===== src/rtl/i2cbm_pkg.sv =====
`timescale 1ns/1ps
package i2cbm_pkg;

   typedef enum logic [2:0] {
      ST_IDLE,
      ST_LOW,
      ST_HIGH,
      ST_WAIT,
      ST_STOP_LOW,
      ST_STOP_HIGH
   } st_t;

endpackage


===== src/rtl/i2cbm_timer.sv =====
`timescale 1ns/1ps
// Down-counter: once loaded with len, done goes high len cycles later.
module i2cbm_timer #(
   parameter int W = 8
) (
   input  logic         clk,
   input  logic         rst_n,
   input  logic         load,
   input  logic [W-1:0] len,
   output logic         done
);

   logic [W-1:0] cnt;

   always_ff @(posedge clk or negedge rst_n) begin
      if (!rst_n)
         cnt <= '0;
      else if (load)
         cnt <= len - W'(1);
      else if (cnt != '0)
         cnt <= cnt - W'(1);
   end

   assign done = (cnt == '0);

endmodule


===== src/rtl/i2cbm_shreg.sv =====
`timescale 1ns/1ps
// Transmit shift register; the parameter picks the bit order.
module i2cbm_shreg #(
   parameter int DATA_W    = 8,
   parameter bit LSB_FIRST = 1'b0
) (
   input  logic              clk,
   input  logic              rst_n,
   input  logic              load,
   input  logic              shift,
   input  logic [DATA_W-1:0] din,
   output logic              bit_o
);

   logic [DATA_W-1:0] sh;

   generate
      if (LSB_FIRST) begin : g_lsb
         always_ff @(posedge clk or negedge rst_n) begin
            if (!rst_n)     sh <= '0;
            else if (load)  sh <= din;
            else if (shift) sh <= {1'b0, sh[DATA_W-1:1]};
         end
         assign bit_o = sh[0];
      end else begin : g_msb
         always_ff @(posedge clk or negedge rst_n) begin
            if (!rst_n)     sh <= '0;
            else if (load)  sh <= din;
            else if (shift) sh <= {sh[DATA_W-2:0], 1'b0};
         end
         assign bit_o = sh[DATA_W-1];
      end
   endgenerate

endmodule


===== src/rtl/i2c_byte_master.sv =====
`timescale 1ns/1ps
module i2c_byte_master
   import i2cbm_pkg::*;
#(
   parameter int DATA_W    = 8,
   parameter int DIV_W     = 8,
   parameter int SU_W      = 8,
   parameter bit LSB_FIRST = 1'b0
) (
   input  logic              clk,
   input  logic              rst_n,
   input  logic [DIV_W-1:0]  div_half,
   input  logic [SU_W-1:0]   stop_setup,
   input  logic              wr_stb,
   input  logic [DATA_W-1:0] wr_byte,
   input  logic              stop_req,
   input  logic              sda_in,
   output logic              scl_oe,
   output logic              sda_oe,
   output logic              ack_det,
   output logic              irq,
   output logic              busy
);

   localparam int             TW   = (DIV_W > SU_W) ? DIV_W : SU_W;
   localparam int             BW   = $clog2(DATA_W + 1);
   localparam logic [BW-1:0]  LAST = BW'(DATA_W);

   generate
      if (DATA_W < 2) begin : g_bad_data
         $error("DATA_W must be at least 2");
      end
      if (DIV_W < 2) begin : g_bad_div
         $error("DIV_W must be at least 2 to encode the minimum half period");
      end
      if (SU_W < 1) begin : g_bad_su
         $error("SU_W must be at least 1");
      end
   endgenerate

   st_t             st, st_n;
   logic [BW-1:0]   bitidx;
   logic            stop_pend, pend_n;
   logic            irq_n;
   logic            tload, tdone;
   logic [TW-1:0]   tlen, phase_len, setup_len;
   logic            sh_load, sh_shift, sh_bit;
   logic            idx_clr, idx_inc, ack_smp;

   // Half-period floor of two cycles, setup floor of one.
   assign phase_len = (div_half < DIV_W'(2)) ? TW'(2) : TW'(div_half);
   assign setup_len = (stop_setup == '0) ? TW'(1) : TW'(stop_setup);

   i2cbm_timer #(.W(TW)) u_tmr (
      .clk   (clk),
      .rst_n (rst_n),
      .load  (tload),
      .len   (tlen),
      .done  (tdone)
   );

   i2cbm_shreg #(.DATA_W(DATA_W), .LSB_FIRST(LSB_FIRST)) u_sh (
      .clk   (clk),
      .rst_n (rst_n),
      .load  (sh_load),
      .shift (sh_shift),
      .din   (wr_byte),
      .bit_o (sh_bit)
   );

   always_comb begin
      st_n     = st;
      pend_n   = stop_pend;
      irq_n    = 1'b0;
      tload    = 1'b0;
      tlen     = phase_len;
      sh_load  = 1'b0;
      sh_shift = 1'b0;
      idx_clr  = 1'b0;
      idx_inc  = 1'b0;
      ack_smp  = 1'b0;
      case (st)
         ST_IDLE: begin
            if (wr_stb) begin
               st_n    = ST_LOW;
               tload   = 1'b1;
               sh_load = 1'b1;
               idx_clr = 1'b1;
               pend_n  = 1'b0;
            end
         end
         ST_LOW: begin
            if (stop_req) pend_n = 1'b1;
            if (tdone) begin
               st_n    = ST_HIGH;
               tload   = 1'b1;
               ack_smp = (bitidx == LAST);
            end
         end
         ST_HIGH: begin
            if (stop_req) pend_n = 1'b1;
            if (tdone) begin
               tload = 1'b1;
               if (bitidx == LAST) begin
                  irq_n = 1'b1;
                  if (stop_pend || stop_req) begin
                     st_n   = ST_STOP_LOW;
                     pend_n = 1'b0;
                  end else begin
                     st_n = ST_WAIT;
                  end
               end else begin
                  st_n     = ST_LOW;
                  sh_shift = 1'b1;
                  idx_inc  = 1'b1;
               end
            end
         end
         ST_WAIT: begin
            if (wr_stb) begin
               st_n    = ST_LOW;
               tload   = 1'b1;
               sh_load = 1'b1;
               idx_clr = 1'b1;
               pend_n  = stop_req;
            end else if (stop_req) begin
               st_n  = ST_STOP_LOW;
               tload = 1'b1;
            end
         end
         ST_STOP_LOW: begin
            if (tdone) begin
               st_n  = ST_STOP_HIGH;
               tload = 1'b1;
               tlen  = setup_len;
            end
         end
         ST_STOP_HIGH: begin
            if (tdone) st_n = ST_IDLE;
         end
         default: st_n = ST_IDLE;
      endcase
   end

   always_ff @(posedge clk or negedge rst_n) begin
      if (!rst_n) begin
         st        <= ST_IDLE;
         bitidx    <= '0;
         stop_pend <= 1'b0;
         ack_det   <= 1'b0;
         irq       <= 1'b0;
      end else begin
         st        <= st_n;
         stop_pend <= pend_n;
         irq       <= irq_n;
         if (idx_clr)      bitidx <= '0;
         else if (idx_inc) bitidx <= bitidx + BW'(1);
         if (ack_smp)      ack_det <= ~sda_in;
      end
   end

   always_comb begin
      case (st)
         ST_LOW, ST_HIGH:           sda_oe = (bitidx != LAST) ? ~sh_bit : 1'b0;
         ST_STOP_LOW, ST_STOP_HIGH: sda_oe = 1'b1;
         default:                   sda_oe = 1'b0;
      endcase
   end

   assign scl_oe = (st == ST_LOW) || (st == ST_WAIT) || (st == ST_STOP_LOW);
   assign busy   = (st != ST_IDLE);

endmodule


===== config.mk =====
export PLATFORM = sky130hd
export DESIGN_NAME = i2c_byte_master
export DESIGN_NICKNAME = d
export VERILOG_FILES = /design/src/rtl/i2cbm_pkg.sv /design/src/rtl/i2cbm_timer.sv /design/src/rtl/i2cbm_shreg.sv /design/src/rtl/i2c_byte_master.sv
export SDC_FILE = /design/constraint.sdc
export NUM_CORES = 1
export LEC_CHECK = 0
export CELL_PAD_IN_SITES_DETAIL_PLACEMENT = 1
export CELL_PAD_IN_SITES_GLOBAL_PLACEMENT = 1
export CORE_MARGIN = 2
export CORE_UTILIZATION = 50
export DETAILED_ROUTE_END_ITERATION = 7
export DONT_BUFFER_PORTS = 1
export GPL_TIMING_DRIVEN = 0
export PLACE_DENSITY = 0.9
export SLEW_MARGIN = 5
export SYNTH_ARGS = -nofsm -noshare
export SYNTH_HDL_FRONTEND = slang
export SYNTH_SLANG_ARGS = --single-unit

===== constraint.sdc =====
create_clock -name clk -period 6.5 [get_ports clk]
set_clock_uncertainty 0.2 [all_clocks]
set_input_delay 0.325 -clock clk [delete_from_list [all_inputs] [get_ports clk]]
set_output_delay 0.325 -clock clk [all_outputs]
set_load 0.02 [all_outputs]

# After elaboration in Yosys (flattened, before gate mapping)
# Index checks and enable logic that the tools add are counted.
# op_classes
addsub,3
n_lt_le_gt_ge,1
eq_ne,14
n_mux,43
bitwise,2
n_reduce_logical,17
# ops
operator,count
$mux W8,8
$mux W3,9
$mux W1,20
$pmux W3 S6,1
$logic_not A8 Y1,2
$sub A8 B1 Y8 const B,2
$ne A2 B2 Y1 const B,6
$lt A8 B2 Y1 const B,1
$mux W4,2
$reduce_bool A8 Y1,1
$eq A3 B2 Y1 const B,2
$eq A3 B3 Y1 const B,2
$reduce_and A6 Y1,1
$reduce_or A2 Y1,3
$add A4 B1 Y4 const B,1
$eq A4 B4 Y1 const B,1
$ne A4 B4 Y1 const B,1
$pmux W1 S4,1
$reduce_bool A2 Y1,2
$reduce_bool A4 Y1,1
$eq A3 B1 Y1 const B,1
$logic_not A3 Y1,1
$logic_or A1 B1 Y1,3
$ne A3 B3 Y1 const B,1
6 further kinds,7
# totals
register_bits,26
inputBits,29
out_inout_bits,5

# Logic depth before layout (Yosys ltp)
# depth
word_depth,6
ltp_mapped,10

# Hierarchy
# From an unflattened synthesis, not the netlist that was laid out.
# hier_totals
cells_unflattened,190
area_unflattened_um2,1724.2
# by_module_without_submodules
mod,instances,cells_each,area_per_inst_um2,seq_area_each_um2
i2c_byte_master,1,99,833.3,250.2
i2cbm_timer,1,57,521.8,200.2
i2cbm_shreg,1,34,369.1,200.2

# Worst setup path after synthesis
# Ideal clock, no wire load.
# synth_timing
path_kind,flip-flop to flip-flop
from,reg u_tmr.cnt[1]
to,reg u_tmr.cnt[6]
arrival_time_ns,2.650
slack_ns,3.584
stages_incl_launch_ff,8
path_buffers,0
period_less_slack_ns,2.916
path_cell_list,dfrtp_1 -> nor4_2 -> nand2_1 -> o22ai_1 -> mux2_2 -> or3b_1 -> or4_1 -> nand2_1
# synth_via
elab_chain_len,5
# synth_lines
item,line,source
from (decl),i2cbm_timer.sv:13,logic [W-1:0] cnt;
from (signal assigned),i2cbm_timer.sv:19,cnt <= len - W'(1);
from (signal assigned),i2cbm_timer.sv:21,cnt <= cnt - W'(1);
$logic_not A8 Y1,i2cbm_timer.sv:24,assign done = (cnt == '0);
$mux W8,i2c_byte_master.sv:132,if (tdone) begin
$mux W8,i2c_byte_master.sv:82,case (st)
$sub A8 B1 Y8,i2cbm_timer.sv:19,
$mux W8,i2cbm_timer.sv:18,else if (load)
# Parallel ways exist; a longest one is shown, timed or not. The select of a mux whose other input is x is not followed.
# A chain may end at the register's enable or synchronous reset.

# Worst setup path after layout
# layout_timing
from,reg u_tmr.cnt[1]
to,reg u_tmr.cnt[7]
# The elaborated chain is that of the path after synthesis.

==> results.md <==
* Cell Chain, Critical Path: nor4_2 -> nand2_1 -> o22ai_1 -> buf_4 -> mux2i_1 -> nand3_1 -> or2_2 -> o221a_2
* Simple-gate share of the synthesized area at 0.237
* Final Util at 0.595
* Worst endpoint required time at ~6.5 ns
* Vias per std cell at 5.97
* TNS Setup at 0 ns
* Vias in the first global route at 1522
* Status: finished, final reports clean
* Power consumption at between 0.7 and 0.8 mW
* WP data arrival at roughly 3.5 ns
* Worst-Skew Late Latency at 0.32 ns
* Antenna cells at 0
* Global route total overflow at 0
* CTS Sinks at 26
* Max layer used: met4
* Number of distinct library cells after synthesis at 42
* Net Sw Power at ~0.34 mW
* Crit Path Category: reg2reg
* Final #Nets at about 230
* First-pass GRT wire length at 7300 µm
* I/O pins at 34
* Worst Path Max Fanout at 10
* CTS tree: yes
* Worst path bufs/invs at 1
* CP startpoint kind: flop
* CTS H-tree lvls at 1
* Die width at 60.7 µm
* Final non-filler cell total at 235
* Routed length per instance at 19.0 µm
* Yosys warnings at 0
* Maximum vdd drop at between 0.00015 and 0.0002 V
* Pint at 0.402 mW
* Yosys reg bits at 26
* Clock network power share at 0.092
* Total track usage at 0.269
* Fmax at 291 MHz
* Final Hold Vio Count at 0
* Post-DP HPWL at ~3200 µm
* Min Clock Period, post-route at roughly 3.4 ns
* Slew Limit Fails at 0
* Routed WL at 4470 µm
* Met2 WL post-DR at 2450 µm
* Sequential area share after synthesis at 0.405
* Area Growth Syn to Fin at 12.9%
* Compound-gate portion of the synthesized area at 0.156
* Max_cap viols at 0
* Critical path's top delay family: simple AND/OR/NAND/NOR gates
* Delay of the slowest critical-path stage at 0.50 ns
* Remaining routing DRC violations at 0
* Crit-path slowest cell: nor4_2
* Min-delay worst type: in2reg
* Cell Rows at 20
* Via Count at 1402
* Die area at between 3000 and 4000 µm²
* Port Buffers at 0
* Die Ht at 60.7 µm
* TritonRoute pass-1 iters at 4
* Power density over the cells at 409 nW/µm²
* Final weighted congestion in routability-driven placement at 0.931
* CP Capture Type: flop
* Post-route cell area at 1820 µm²
* Post-Synth XOR/XNOR Area at 0.0381
* Power share of the combinational group at 0.541
* Mapped cell area at 1610 µm²
* Cell area after placement at 1660 µm²
* Final setup fails at 0
* Floorplan core area at approximately 3100 µm²
* Flop pwr share at 0.367
* Cts bufs inserted at 3
* Share of layout cells above drive strength 1 at 0.120
* 1st-iter DRT viols at around 90
* Cell leakage power at 0.788 nW
* Post-Synth Adder-Cell Area at 0.0233
* Placed insts at 220
* CTS Buffer Depth at 2
* Met1 wire length at between 1500 and 2000 µm
* Period utilization at 0.529
* Mapped Cells at 176
* Pin count of the biggest net entering global routing at 27
* Slew @ Worst Pin at a little over 0.8 ns
* Synthesized area per cell at 9.14 µm²
* Worst hold slack at roughly 0.068 ns
* Clock Pin Slew Worst Setup and Hold Paths at 0.14 ns
* Met3 WL at around 140 µm
* RSZ-0062 raised after global routing: false
* Net Count, Synth at 208
* Slew HR at 0.456
* Worst setup margin at roughly 3.1 ns
* ANT nets after route at 0
* Main combinational cell family by area after synthesis: simple AND/OR/NAND/NOR gates
* Initial antenna violation count at 0
* Sw frac at 0.459
* Initial core utilization at 0.527
* Post-CTS setup buffer count at 0
* CTS Root Buffer Type: clkbuf_4
* Setup WS pre-CTS at 3.12 ns
* Mux contribution to synthesized area at 0.105
[per-layer routing]
layer / track usage / vias to the layer above
met5: 0 / -
met4: 0.0870 / 0
met3: 0.0320 / 11
met2: 0.496 / 34
met1: 0.325 / 695
li1: - / 662
[kinds of logic after synthesis]
group                    count (synthesis)
AND/OR/NAND/NOR                         75
multiplexers                            16
flip-flops                              26
adder cells (fa/ha/maj)                  3
XOR/XNOR                                 7
buffers and inverters                   13
AO/OA/AOI/OAI                           36
[what timing repair did]
item | CTS | global route
resized for setup | 0 | 0
hold buffers | 12 | 0
endpoints found under the hold margin | 36 | 0
[power by group through the flow]
stage,clock network (mW),registers (mW),logic (mW)
2_1_floorplan,0,0.262,0.307
3_3_place_gp,0,0.269,0.357
3_5_place_dp,0,0.275,0.382
4_1_cts,0.0722,0.271,0.396
5_1_grt,0.0783,0.280,0.444
6_report,0.0681,0.273,0.402
[cells in the final DEF (no fill, tap or decap), drive strengths merged, types with 7 or more instances in the layout]
| cell | instances |
|---|---|
| a22oi | 7 |
| clkbuf | 7 |
| dfrtp | 26 |
| dlygate4sd3 | 11 |
| mux2 | 7 |
| mux2i | 9 |
| nand2 | 28 |
| nand3 | 7 |
| nor2 | 18 |
| o21ai | 7 |
[tightest hold or removal path, cell delays in order]
cell and delay (ns):
o32ai_1 0.07, nand2_1 0.06, o21ai_0 0.09
[state kept, by name, indices dropped and copies added (netlist names)]
| signal | cells |
|---|---|
| u_sh.sh | 8 |
| ack_det | 1 |
| irq | 1 |
| st | 3 |
| u_tmr.cnt | 8 |
| bitidx | 4 |
| stop_pend | 1 |
[layout make-up]
class	instances	area (µm²)
Inverter	6	22.5
Buffer	7	35.0
Sequential cell	26	651
Tap cell	44	55.1
Fill cell	365	1240
Clock buffer	3	22.5
Multi-Input combinational cell	137	900
Timing Repair Buffer	12	130
[Yosys cell counts]
library cell	n	area (µm²)
or2b_2	1	8.76
xnor2_1	2	17.5
a2bb2oi_1	1	8.76
nor4_1	2	12.5
nor3_1	4	20.0
a21oi_1	6	30.0
nand4_1	3	18.8
a21o_1	2	15.0
buf_4	2	15.0
o221a_2	1	11.3
a22o_1	1	8.76
xor2_1	5	43.8
or2_2	2	12.5
or3b_1	1	8.76
a22oi_1	7	52.6
nand3_1	6	30.0
ha_1	3	37.5
a21boi_0	1	7.51
nand2b_1	2	12.5
buf_2	1	5.00
o21ai_0	7	35.0
nand2_1	28	105
nor4_2	2	25.0
nor3b_1	1	7.51
nor3b_2	1	12.5
and2_2	1	7.51
o21a_1	1	7.51
clkbuf_1	4	15.0
o21bai_1	1	7.51
dfrtp_1	26	651
o32ai_1	4	35.0
nand3_4	1	17.5
o211ai_1	1	7.51
nor2_1	18	67.6
o22ai_1	1	6.26
o31ai_1	1	7.51
inv_1	6	22.5
nor2b_1	1	6.26
mux2_2	7	78.8
o41a_1	1	11.3
or4_1	1	7.51
mux2i_1	9	90.1
[path summary, 6_finish.rpt]
path	slack [ns]	cells after the start	start	endpoint
worst max-delay path	3.06	8	u_tmr.cnt[1]$_DFFE_PN0P_	u_tmr.cnt[7]$_DFFE_PN0P_
worst min-delay path	0.07	3	wr_stb	st[2]$_DFFE_PN0P_
worst max register to register	3.06	8	u_tmr.cnt[1]$_DFFE_PN0P_	u_tmr.cnt[7]$_DFFE_PN0P_
worst min register to register	0.30	2	u_sh.sh[3]$_DFFE_PN0P_	u_sh.sh[3]$_DFFE_PN0P_
max in group asynchronous	5.72	2	rst_n	u_sh.sh[2]$_DFFE_PN0P_
min in group asynchronous	0.22	2	rst_n	st[1]$_DFFE_PN0P_
Power figures use the tool's default switching activity.
